`src/rtl/ssb_pkg.sv`:
```
package ssb_pkg;
  localparam int SB_W  = 8;
  localparam int B_QUES = 3;
  localparam int B_MAV  = 4;
  localparam int B_ESB  = 5;
  localparam int B_SUM  = 6;

  typedef logic [SB_W-1:0] sb_t;

  // Bits that may take part in the summary; everything else is masked off.
  localparam sb_t SRC_BITS = sb_t'((1 << B_QUES) | (1 << B_MAV) | (1 << B_ESB));

  function automatic sb_t pack_status(input logic ques, input logic mav, input logic esb);
    sb_t s;
    s = '0;
    s[B_QUES] = ques;
    s[B_MAV]  = mav;
    s[B_ESB]  = esb;
    return s;
  endfunction

  function automatic logic summary_of(input sb_t status, input sb_t mask);
    return |(status & mask & SRC_BITS);
  endfunction

  function automatic sb_t with_bit6(input sb_t status, input logic b6);
    sb_t s;
    s = status;
    s[B_SUM] = b6;
    return s;
  endfunction
endpackage

```
`src/rtl/ssb_mask_reg.sv`:
```
module ssb_mask_reg
  import ssb_pkg::*;
(
  input  logic clk,
  input  logic rst,
  input  logic wr,
  input  sb_t  wdata,
  output sb_t  mask
);
  always_ff @(posedge clk) begin
    if (rst)     mask <= '0;
    else if (wr) mask <= wdata;
  end
endmodule

```
`src/rtl/ssb_msg_flag.sv`:
```
module ssb_msg_flag (
  input  logic clk,
  input  logic rst,
  input  logic set_i,
  input  logic clr_i,
  output logic flag
);
  always_ff @(posedge clk) begin
    if (rst)        flag <= 1'b0;
    else if (set_i) flag <= 1'b1;
    else if (clr_i) flag <= 1'b0;
  end
endmodule

```
`src/rtl/ssb_rqs_ctrl.sv`:
```
module ssb_rqs_ctrl (
  input  logic clk,
  input  logic rst,
  input  logic mss,
  input  logic panel_req,
  input  logic poll_rd,
  output logic mss_rise,
  output logic rqs
);
  logic mss_q;
  logic set_ev;

  assign mss_rise = mss & ~mss_q;
  assign set_ev   = mss_rise | panel_req;

  always_ff @(posedge clk) begin
    if (rst) begin
      mss_q <= 1'b0;
      rqs   <= 1'b0;
    end else begin
      mss_q <= mss;
      if (set_ev)       rqs <= 1'b1;
      else if (poll_rd) rqs <= 1'b0;
    end
  end
endmodule

```
`src/rtl/ssb_read_port.sv`:
```
module ssb_read_port
  import ssb_pkg::*;
(
  input  logic clk,
  input  logic rst,
  input  logic query_rd,
  input  logic poll_rd,
  input  sb_t  status,
  input  logic mss,
  input  logic rqs,
  output sb_t  rd_data,
  output logic rd_valid
);
  always_ff @(posedge clk) begin
    if (rst) begin
      rd_data  <= '0;
      rd_valid <= 1'b0;
    end else begin
      rd_valid <= query_rd | poll_rd;
      if (poll_rd)       rd_data <= with_bit6(status, rqs);
      else if (query_rd) rd_data <= with_bit6(status, mss);
    end
  end
endmodule

```
`src/rtl/status_srq_unit.sv`:
```
module status_srq_unit
  import ssb_pkg::*;
(
  input  logic            clk,
  input  logic            rst,
  input  logic            ques_sum_i,
  input  logic            evt_sum_i,
  input  logic            resp_queued_i,
  input  logic            term_sent_i,
  input  logic            panel_req_i,
  input  logic            mask_wr_i,
  input  logic [SB_W-1:0] mask_data_i,
  input  logic            query_rd_i,
  input  logic            poll_rd_i,
  output logic [SB_W-1:0] rd_data_o,
  output logic            rd_valid_o,
  output logic            srq_o
);
  sb_t  mask_q;
  sb_t  status_w;
  logic mav;
  logic mss;
  logic mss_rise;
  logic rqs;

  ssb_mask_reg u_mask (
    .clk(clk), .rst(rst), .wr(mask_wr_i), .wdata(mask_data_i), .mask(mask_q)
  );

  ssb_msg_flag u_mav (
    .clk(clk), .rst(rst), .set_i(resp_queued_i), .clr_i(term_sent_i), .flag(mav)
  );

  assign status_w = pack_status(ques_sum_i, mav, evt_sum_i);
  assign mss      = summary_of(status_w, mask_q);

  ssb_rqs_ctrl u_rqs (
    .clk(clk), .rst(rst), .mss(mss), .panel_req(panel_req_i),
    .poll_rd(poll_rd_i), .mss_rise(mss_rise), .rqs(rqs)
  );

  ssb_read_port u_rd (
    .clk(clk), .rst(rst), .query_rd(query_rd_i), .poll_rd(poll_rd_i),
    .status(status_w), .mss(mss), .rqs(rqs),
    .rd_data(rd_data_o), .rd_valid(rd_valid_o)
  );

  assign srq_o = rqs;
endmodule

```
`config.mk`:
```
export PLATFORM = sky130hd
export DESIGN_NAME = status_srq_unit
export DESIGN_NICKNAME = d
export VERILOG_FILES = /design/src/rtl/ssb_pkg.sv /design/src/rtl/ssb_mask_reg.sv /design/src/rtl/ssb_msg_flag.sv /design/src/rtl/ssb_rqs_ctrl.sv /design/src/rtl/ssb_read_port.sv /design/src/rtl/status_srq_unit.sv
export SDC_FILE = /design/constraint.sdc
export NUM_CORES = 1
export LEC_CHECK = 0
export ABC_CLOCK_PERIOD_IN_PS = 1250
export BUFFER_PORTS_ARGS = -buffer_cell sky130_fd_sc_hd__buf_2
export CELL_PAD_IN_SITES_DETAIL_PLACEMENT = 1
export CELL_PAD_IN_SITES_GLOBAL_PLACEMENT = 1
export CORE_UTILIZATION = 26
export DETAILED_ROUTE_END_ITERATION = 6
export HOLD_SLACK_MARGIN = 0.15
export PLACE_DENSITY = 0.78
export SYNTH_ARGS = -nofsm -noshare
export SYNTH_HDL_FRONTEND = slang
export SYNTH_SLANG_ARGS = --single-unit
```
`constraint.sdc`:
```
create_clock -name clk -period 1.25 [get_ports clk]
set_input_delay 0.1875 -clock clk [delete_from_list [all_inputs] [get_ports clk]]
set_output_delay 0.1875 -clock clk [all_outputs]
set_load 0.005 [all_outputs]
```
==> results.sh <==
export IMPL_dp_hpwl_um=658
export IMPL_power_density_nw_per_um2=1290
export IMPL_synth_common_cells="11 x dfxtp_1, 8 x nor2_1, 7 x a21oi_1"
export IMPL_placed_cell_area_sq_um=503
export IMPL_syn_avg_cell_area_sq_um=8.84
export IMPL_grt_pass1_wl_um=1410
export IMPL_overflow=0
export IMPL_drt_iter0_drc=5
export IMPL_setup_tns_ns=0
export IMPL_die_x_um=42.0
export IMPL_cp_max_fo=3
export IMPL_min_path_type="input port to register"
export IMPL_fin_crit_ns=1.09
export IMPL_critPathKind="register to register"
export IMPL_rows=14
export IMPL_muxShareOfSynthArea_pct=7.23
export IMPL_synth_xor_area_share_pct=0
export IMPL_finClkSkew_ns=0.00158
export IMPL_fin_crit_sh_pct=87.2
export IMPL_violations="DRC"
export IMPL_htreeDepth=1
export IMPL_grtUsageMet1_pct=12.3
export IMPL_insertion_delay_ns=0.26
export IMPL_syn_cell_area_sq_um=415
export IMPL_syn2layout_area_growth_pct=31.6
export IMPL_cp_required_ns=1.40
export IMPL_cts_clk_slew_worst_paths_ns=0.07
export IMPL_synth_cell_types=13
export IMPL_fp_dieArea_sq_um=1760
export IMPL_io_pins=28
export IMPL_synthArstFlopShare_pct=0
export IMPL_synth_top_family_by_area="compound AO/OA/AOI/OAI gates"
export IMPL_diodes=0
export IMPL_yosysSeqAreaShare_pct=53.0
export IMPL_p_int_mw=0.542
export IMPL_power_share_clock_pct=33.2
export IMPL_hold_viol=0
export IMPL_cts_root_buffer="clkbuf_4"
export IMPL_fin_nets=88
export IMPL_synth_seq_cells=11
export IMPL_fmax_ghz=0.917
export IMPL_drc_errors=1
export IMPL_setup_viol=0
export IMPL_peakVddDrop_mv=0.540
export IMPL_holdPathStages=3
export IMPL_nFillCells=199
export IMPL_grt_setup_unrepaired="no"
export IMPL_synthCells=47
export IMPL_switchingPower_mw=0.164
export IMPL_cts_tree="done"
export IMPL_p_total_mw=0.706
export IMPL_grtUsageTotal_pct=10.9
export IMPL_die_h_um=42.0
export IMPL_cts_buffer_depth=2
export IMPL_end_kind="register"
export IMPL_synth_edf_count=0
export IMPL_ctsResizeCount=0
export IMPL_grt_max_degree=12
export IMPL_synthMostInstantiatedCell="dfxtp_1"
export IMPL_wirelength_um=824
export IMPL_ys_flop_type="dfxtp_1"
export IMPL_met2_usage_pct=16.6
export IMPL_numCtsBuffers=3
export IMPL_wl_per_cell_um=9.69
export IMPL_arrival_ns=1.24
export IMPL_swShare_pct=23.2
export IMPL_via_per_inst=4.56
export IMPL_grt_pass1_vias=354
export IMPL_drv_slew=0
export IMPL_start_kind="register"
export IMPL_numPortBuffers=18
export IMPL_drv_cap=0
export IMPL_yosysWarningCount=0
export IMPL_vias=388
export IMPL_use_met3_pct=4.31
export IMPL_outcome="finished, violations left"
export IMPL_top_usage_layer="met2"
export IMPL_fin_area_sq_um=547
export IMPL_drive_above_1_share_pct=33.3
export IMPL_synth_top_cell_by_area="dfxtp_1"
export IMPL_pwr_share_seq_pct=54.3
export IMPL_p_leak_nw=0.272
export IMPL_first_pass_iters=6
export IMPL_core_sq_um=1510
export IMPL_yosysTopAreaCellShare_pct=53.0
export IMPL_synthAdderAreaFrac_pct=0
export IMPL_antenna_found_initial=0
export IMPL_initial_utilization_pct=27.6
export IMPL_combPwrFrac_pct=12.5
export IMPL_rr_worst_depth=4
export IMPL_ant_nets=0
export IMPL_synth_compound_area_share_pct=16.6
export IMPL_synth_simple_area_share_pct=12.3
export IMPL_place_gp_congestion=0.699
export IMPL_cts_sinks=11
export IMPL_synth_area_leaders="dfxtp_1 53%, a21oi_1 8.4%, mux2i_1 7.2%"
-- sequential cells by signal, summed over array words and instances (netlist names) --
signal,flops
u_mask.mask,3
u_mav.flag,1
u_rd.rd_data,4
u_rd.rd_valid,1
u_rqs.mss_q,1
u_rqs.rqs,1
-- final cells by class --
type	instances	area [sq um]	area share [%]
flip-flops and latches	11	220	40.3
repair buffers	20	108	19.7
well taps	16	20.0	3.66
inverters	2	7.51	1.37
multi-input cells	32	165	30.2
clock buffers	4	26.3	4.81
-- critical path, stage by stage, from the launching register on --
cell      delay [ns]
dfxtp_1         0.32
a222oi_1        0.32
buf_4           0.17
a211o_1         0.11
a21oi_1         0.05
-- timing repair --
action | in CTS | in global routing
hold endpoints to repair | 1 | 0
setup buffers | 0 | 1
endpoints found under the setup margin | 0 | 2
hold buffers | 1 | 0
-- metal layers --
metal / wire (um) / share of wire, %
met5: 0 / 0
met1: 358 / 43
met3: 65 / 7.9
met2: 400 / 49
met4: 0 / 0
-- power by group through the flow --
stage                     Sequential (mW)  Clock, mW  Combinational, mW
after CTS                           0.384      0.249             0.0859
after global routing                0.386      0.269             0.0994
after floorplan                     0.391          0             0.0475
after global placement              0.391          0             0.0801
final                               0.383      0.235             0.0881
after detailed placement            0.392          0             0.0829
-- cells in the final DEF (no fill, tap or decap), drive strengths merged --
cell type    count
conb             4
dfxtp           11
or2              1
a222oi           1
o21ai            3
a21oi            7
nand2            4
inv              2
buf             19
nor2             8
dlygate4sd3      1
clkbuf           4
mux2i            3
a211o            1
-- stage by stage --
step / worst slack, ns / cells / utilization, % / hold slack (ns)
6_report: 0.160 / 85 / 36.3 / 0.163
4_1_cts: 0.0883 / 84 / 35.8 / 0.156
5_1_grt: 0.0814 / 85 / 36.3 / 0.167
2_1_floorplan: 0.211 / 50 / - / 0.257
3_3_place_gp: 0.0971 / 79 / 33.4 / 0.396
3_5_place_dp: 0.101 / 79 / 33.4 / 0.406
-- worst paths after layout --
| path | startpoint | end | slack (ns) |
|---|---|---|---|
| worst max-delay path | u_mav.flag | u_rd.rd_data[6] | 0.16 |
| worst min-delay path | mask_data_i[5] | u_mask.mask[5] | 0.16 |
| worst max register to register | u_mav.flag | u_rd.rd_data[6] | 0.16 |
| worst min register to register | u_rd.rd_data[3] | u_rd.rd_data[3] | 0.46 |
-- cells by family after synthesis --
group | Yosys count
other | 1
buffers and inverters | 7
DFF | 11
and+or+nand+nor | 13
muxes | 3
AOI/OAI and AO/OA | 12
Power figures use the tool's default switching activity.
